===== config.mk =====
export PLATFORM = sky130hd
export DESIGN_NAME = tap_ctrl
export DESIGN_NICKNAME = d
export VERILOG_FILES = /design/src/rtl/tap_pkg.sv /design/src/rtl/tap_fsm.sv /design/src/rtl/tap_ir.sv /design/src/rtl/tap_bypass.sv /design/src/rtl/tap_ctrl.sv
export SDC_FILE = /design/constraint.sdc
export NUM_CORES = 1
export LEC_CHECK = 0
export ABC_AREA = 1
export BUFFER_PORTS_ARGS = -buffer_cell sky130_fd_sc_hd__buf_4
export CORE_ASPECT_RATIO = 1.5
export CORE_MARGIN = 1
export CORE_UTILIZATION = 31
export DETAILED_ROUTE_END_ITERATION = 8
export PLACE_DENSITY_LB_ADDON = 0.2
export SYNTH_ARGS = -nofsm -noshare
export SYNTH_HDL_FRONTEND = slang
export SYNTH_SLANG_ARGS = --single-unit

===== constraint.sdc =====
create_clock -name tck -period 1.2 [get_ports tck]
set_input_delay 0.06 -clock tck [delete_from_list [all_inputs] [get_ports tck]]
set_output_delay 0.06 -clock tck [all_outputs]
set_load 0.03 [all_outputs]

===== src/rtl/tap_pkg.sv =====
package tap_pkg;

  typedef enum logic [3:0] {
    S_RESET  = 4'd0,
    S_IDLE   = 4'd1,
    S_SEL_DR = 4'd2,
    S_CAP_DR = 4'd3,
    S_SH_DR  = 4'd4,
    S_EX1_DR = 4'd5,
    S_PA_DR  = 4'd6,
    S_EX2_DR = 4'd7,
    S_UP_DR  = 4'd8,
    S_SEL_IR = 4'd9,
    S_CAP_IR = 4'd10,
    S_SH_IR  = 4'd11,
    S_EX1_IR = 4'd12,
    S_PA_IR  = 4'd13,
    S_EX2_IR = 4'd14,
    S_UP_IR  = 4'd15
  } tap_state_e;

  function automatic tap_state_e tap_next(input tap_state_e s, input logic m);
    tap_state_e n;
    case (s)
      S_RESET:  n = m ? S_RESET  : S_IDLE;
      S_IDLE:   n = m ? S_SEL_DR : S_IDLE;
      S_SEL_DR: n = m ? S_SEL_IR : S_CAP_DR;
      S_CAP_DR: n = m ? S_EX1_DR : S_SH_DR;
      S_SH_DR:  n = m ? S_EX1_DR : S_SH_DR;
      S_EX1_DR: n = m ? S_UP_DR  : S_PA_DR;
      S_PA_DR:  n = m ? S_EX2_DR : S_PA_DR;
      S_EX2_DR: n = m ? S_UP_DR  : S_SH_DR;
      S_UP_DR:  n = m ? S_SEL_DR : S_IDLE;
      S_SEL_IR: n = m ? S_RESET  : S_CAP_IR;
      S_CAP_IR: n = m ? S_EX1_IR : S_SH_IR;
      S_SH_IR:  n = m ? S_EX1_IR : S_SH_IR;
      S_EX1_IR: n = m ? S_UP_IR  : S_PA_IR;
      S_PA_IR:  n = m ? S_EX2_IR : S_PA_IR;
      S_EX2_IR: n = m ? S_UP_IR  : S_SH_IR;
      default:  n = m ? S_SEL_DR : S_IDLE;
    endcase
    return n;
  endfunction

endpackage


===== src/rtl/tap_fsm.sv =====
module tap_fsm
  import tap_pkg::*;
(
  input  logic       tck,
  input  logic       rst_n,
  input  logic       tms,
  output tap_state_e state
);

  always_ff @(posedge tck or negedge rst_n) begin
    if (!rst_n) state <= S_RESET;
    else        state <= tap_next(state, tms);
  end

  AST_FIVE_TMS_RESET: assert property (@(posedge tck) disable iff (!rst_n)
    ($past(tms, 1) && $past(tms, 2) && $past(tms, 3) && $past(tms, 4) && $past(tms, 5))
      |-> (state == S_RESET));

endmodule


===== src/rtl/tap_ir.sv =====
module tap_ir
  import tap_pkg::*;
#(
  parameter int IR_W = 4
) (
  input  logic            tck,
  input  logic            rst_n,
  input  tap_state_e      state,
  input  logic            tdi,
  input  logic [IR_W-3:0] status,
  output logic [IR_W-1:0] ir_q,
  output logic            ir_so
);

  localparam logic [IR_W-1:0] OP_BYP = '1;

  logic [IR_W-1:0] sr;

  always_ff @(posedge tck or negedge rst_n) begin
    if (!rst_n)                sr <= OP_BYP;
    else if (state == S_CAP_IR) sr <= {status, 2'b01};
    else if (state == S_SH_IR)  sr <= {tdi, sr[IR_W-1:1]};
  end

  always_ff @(negedge tck or negedge rst_n) begin
    if (!rst_n)                ir_q <= OP_BYP;
    else if (state == S_RESET) ir_q <= OP_BYP;
    else if (state == S_UP_IR) ir_q <= sr;
  end

  assign ir_so = sr[0];

  AST_IR_CAPTURE_LOW: assert property (@(posedge tck) disable iff (!rst_n)
    (state == S_CAP_IR) |=> (sr[1:0] == 2'b01));

  AST_IR_RESET_BYPASS: assert property (@(posedge tck) disable iff (!rst_n)
    (state == S_RESET && $past(state) == S_RESET) |-> (ir_q == OP_BYP));

  AST_IR_CHANGE_WHEN: assert property (@(posedge tck) disable iff (!rst_n)
    (ir_q != $past(ir_q)) |-> (state == S_UP_IR || state == S_RESET));

endmodule


===== src/rtl/tap_bypass.sv =====
module tap_bypass
  import tap_pkg::*;
(
  input  logic       tck,
  input  logic       rst_n,
  input  tap_state_e state,
  input  logic       tdi,
  output logic       byp_q
);

  always_ff @(posedge tck or negedge rst_n) begin
    if (!rst_n)                 byp_q <= 1'b0;
    else if (state == S_CAP_DR) byp_q <= 1'b0;
    else if (state == S_SH_DR)  byp_q <= tdi;
  end

  AST_BYP_CAPTURE_ZERO: assert property (@(posedge tck) disable iff (!rst_n)
    (state == S_CAP_DR) |=> (byp_q == 1'b0));

endmodule


===== src/rtl/tap_ctrl.sv =====
module tap_ctrl
  import tap_pkg::*;
#(
  parameter int              IR_W      = 4,
  parameter logic [IR_W-1:0] OP_EXTEST = '0,
  parameter logic [IR_W-1:0] OP_SAMPLE = IR_W'(2)
) (
  input  logic            tck,
  input  logic            trst_n,
  input  logic            comply_en,
  input  logic            tms,
  input  logic            tdi,
  input  logic            bist_go,
  input  logic [IR_W-4:0] dev_flags,
  input  logic            bsr_so,
  output logic            tdo,
  output logic            tdo_oe,
  output logic            bsr_capture,
  output logic            bsr_shift,
  output logic            bsr_update,
  output logic            extest_en,
  output logic            io_safe
);

  localparam int STAT_W = IR_W - 2;

  logic              rst_n;
  tap_state_e        state;
  logic [IR_W-1:0]   ir_q;
  logic              ir_so;
  logic              byp_q;
  logic [STAT_W-1:0] status;
  logic              chain_sel;
  logic              in_shift_ir;
  logic              in_shift_dr;

  assign rst_n  = trst_n & comply_en;
  assign status = {dev_flags, bist_go};

  tap_fsm u_fsm (
    .tck   (tck),
    .rst_n (rst_n),
    .tms   (tms),
    .state (state)
  );

  tap_ir #(.IR_W(IR_W)) u_ir (
    .tck    (tck),
    .rst_n  (rst_n),
    .state  (state),
    .tdi    (tdi),
    .status (status),
    .ir_q   (ir_q),
    .ir_so  (ir_so)
  );

  tap_bypass u_byp (
    .tck   (tck),
    .rst_n (rst_n),
    .state (state),
    .tdi   (tdi),
    .byp_q (byp_q)
  );

  assign in_shift_ir = (state == S_SH_IR);
  assign in_shift_dr = (state == S_SH_DR);
  assign chain_sel   = (ir_q == OP_EXTEST) || (ir_q == OP_SAMPLE);
  assign extest_en   = (ir_q == OP_EXTEST);
  assign io_safe     = (state == S_RESET);
  assign bsr_capture = chain_sel && (state == S_CAP_DR);
  assign bsr_shift   = chain_sel && in_shift_dr;
  assign bsr_update  = chain_sel && (state == S_UP_DR);

  always_ff @(negedge tck or negedge rst_n) begin
    if (!rst_n) begin
      tdo    <= 1'b0;
      tdo_oe <= 1'b0;
    end else begin
      tdo_oe <= in_shift_ir || in_shift_dr;
      if (in_shift_ir)    tdo <= ir_so;
      else if (chain_sel) tdo <= bsr_so;
      else                tdo <= byp_q;
    end
  end

  AST_OE_SHIFT_ONLY: assert property (@(posedge tck) disable iff (!rst_n)
    tdo_oe == (state == S_SH_DR || state == S_SH_IR));

  AST_CHAIN_STROBE_MODE: assert property (@(posedge tck) disable iff (!rst_n)
    (bsr_capture || bsr_shift || bsr_update) |-> (ir_q == OP_EXTEST || ir_q == OP_SAMPLE));

  AST_RESET_SAFE: assert property (@(posedge tck) disable iff (!rst_n)
    io_safe |-> !tdo_oe && !bsr_shift);

endmodule


==> out/qor.yml <==
grt_pass1_vias: 1057
wirelength_um: 3150
htree_num_levels: 1
hp-class: "primary input to flip-flop"
placed_cell_area_um2: 1260
first_pass_iters: 4
root_buffer: "clkbuf_8"
yosys.area.top_type: "dfstp_2"
hold_start: "bist_go"
r2r_end: "tdo"
peakVddDrop_mv: 0.938
ys_seq_area_share_pct: 45.0
holdPathEnd: "u_ir.sr[2]"
diodes: 0
yosys-top-cells-area: "dfstp_2 25%, dfrtp_1 15%, nand2_1 13%"
ctsLongestPathBuffers: 2
port_buffers: 14
grt-busiest-layer: "met2"
io_pins: 15
p_total_w: 0.00411
cp_max_fo: 5
initial_utilization_pct: 32.4
synthCells: 119
syn_area_per_cell_um2: 7.20
grtUsageMet2_pct: 43.5
clk_latency_ns: 0.31
cellLeakagePower_nw: 0.839
crit_required_ns: 1.14
final_common_cell: "buf_4"
p_comb_share_pct: 59.9
violations: "negative setup slack"
critPathLaunch: "u_ir.ir_q[0]"
slew_violations: 0
die_h_um: 66.4
grt_use_total_pct: 20.6
coreArea_um2: 2650
grtUsageMet1_pct: 17.7
rr_startpoint: "u_fsm.state[3]"
yosys_warnings: 0
cp-start-kind: "flip-flop"
syn2layout_area_growth_pct: 97.8
max-slew-margin-rel_pct: 81.5
drcViolationCount: 0
power.switching_w: 0.00171
num_vias: 1059
n_fill_cell: 227
setup_viol: 17
min_path_cells: 3
rrSetupSlack_ns: -0.42
wl_per_cell_um: 14.6
use_met3_pct: 2.19
p_clk_share_pct: 16.6
maxCapViolations: 0
final_nets: 188
cts_tree: "done"
worst_slack_ns: -0.717
vias_per_cell: 4.90
synth.cell_area_um2: 857
synth_top_area_share_pct: 24.5
reg2regPathDepth: 5
drive_above_1_share_pct: 68.2
status: "complete, but fails checks"
switching_share_pct: 41.5
final_cell_mix: "31 x buf_4, 20 x buf_6, 15 x nand2_1"
drt-initial-drc-count: 18
hold_viol_final: 0
synthDistinctLibCells: 20
grt_max_degree: 10
antenna_found_initial: 0
dp_hpwl_um: 2020
endpoint_kind: "output pin"
rows: 23
worstMarginPinSlew_ns: 0.277
syn_nets: 127
internal_power_w: 0.00240
cts_buffers: 3
fin_area_um2: 1700
power_per_cell_area_nw_per_um2: 2420
cts_sinks: 15
place_worst_setup_slack_ns: -0.466
worstSetupPathType: "flip-flop to output pin"
rsz0062_at_grt: "yes"
fin_skew_ns: 0.0665
seq_power_share_pct: 23.5
gp_congestion: 0.880
path_clk_slew_ns: 0.07
fp.dieW_um: 44.9
grt-ovfl-total: 0
grt_pass1_wl_um: 4360
synth.ff_latch_count: 15
ant_nets: 0
die_area_um2: 2980
arrival_ns: 1.86
==> power groups by stage <==
stage | sequential, W | clock [W] | combinational [W]
2_1_floorplan | 0.000960 | 0.0000259 | 0.000796
3_3_place_gp | 0.000913 | 0.0000259 | 0.00159
3_5_place_dp | 0.000926 | 0.0000259 | 0.00159
4_1_cts | 0.000945 | 0.000690 | 0.00205
5_1_grt | 0.000991 | 0.000722 | 0.00259
6_report | 0.000964 | 0.000682 | 0.00246
==> synthesized netlist by cell type (all sizes together) <==
cell type,number
inv,25
o221ai,2
nor2,17
o211ai,1
o22ai,3
nand4,3
nor3,2
nand3,10
nand2,31
o21ai,2
dfstp,8
dfrtp,5
dfrtn,2
a22oi,3
a21oi,4
nand3b,1
==> cell families (layout without fill, tap and decap cells) <==
logic type	Yosys count	count (layout)	synth area share [%]
buf+inv	25	85	10.9
flops	15	15	45.0
compound gates	15	15	11.2
simple gates	64	64	32.8
==> metal layers <==
metal | share of wire (%) | vias to the layer above
met5 | 0 | -
met4 | 3.2 | 0
met3 | 3.4 | 15
met2 | 60 | 39
met1 | 33 | 507
li1 | - | 498
==> cell type report <==
class / count / area [um^2] / area share, %
Multi-Input combinational cell: 79 / 597 / 35.2
Clock inverter: 5 / 45.0 / 2.66
Clock buffer: 3 / 41.3 / 2.44
Inverter: 24 / 100 / 5.90
Timing Repair Buffer: 53 / 478 / 28.2
Tap cell: 37 / 46.3 / 2.73
Sequential cell: 15 / 388 / 22.9
==> worst max path at each step <==
stage                   end  slack, ns
3_3_place_gp     bsr_update      -0.43
6_report         bsr_update      -0.72
4_1_cts          bsr_update      -0.74
2_1_floorplan  u_ir.ir_q[3]      -0.40
3_5_place_dp   u_ir.ir_q[2]      -0.47
5_1_grt          bsr_update      -0.77
==> state kept, by name (all words and copies together) (netlist names) <==
name	count
tdo_oe	1
u_ir.sr	4
u_fsm.state	4
tdo	1
u_byp.byp_q	1
u_ir.ir_q	4
==> through the flow <==
stage	hold WS [ns]	util, %	std cells	setup TNS, ns
2_1_floorplan	-0.00491	-	119	-3.41
3_3_place_gp	0.216	47.8	196	-4.28
3_5_place_dp	0.215	47.8	196	-4.57
4_1_cts	0.0268	58.6	213	-5.56
5_1_grt	0.0365	64.0	216	-6.95
6_report	0.0266	64.0	216	-6.07
==> worst max-delay path, stage by stage, from the launching register on <==
cell	delay, ns
dfstp_2	0.36
inv_2	0.07
nand3_4	0.16
nor3_4	0.21
buf_6	0.15
==> what timing repair did <==
item                                    4_1_cts  5_1_grt
hold endpoints to repair                      5        0
hold buffers                                  2        0
pin swaps                                    16       19
gates resized for setup                      44       35
endpoints found under the setup margin       20       22
buffers inserted                              8        7
(Power assumes the default switching activity.)
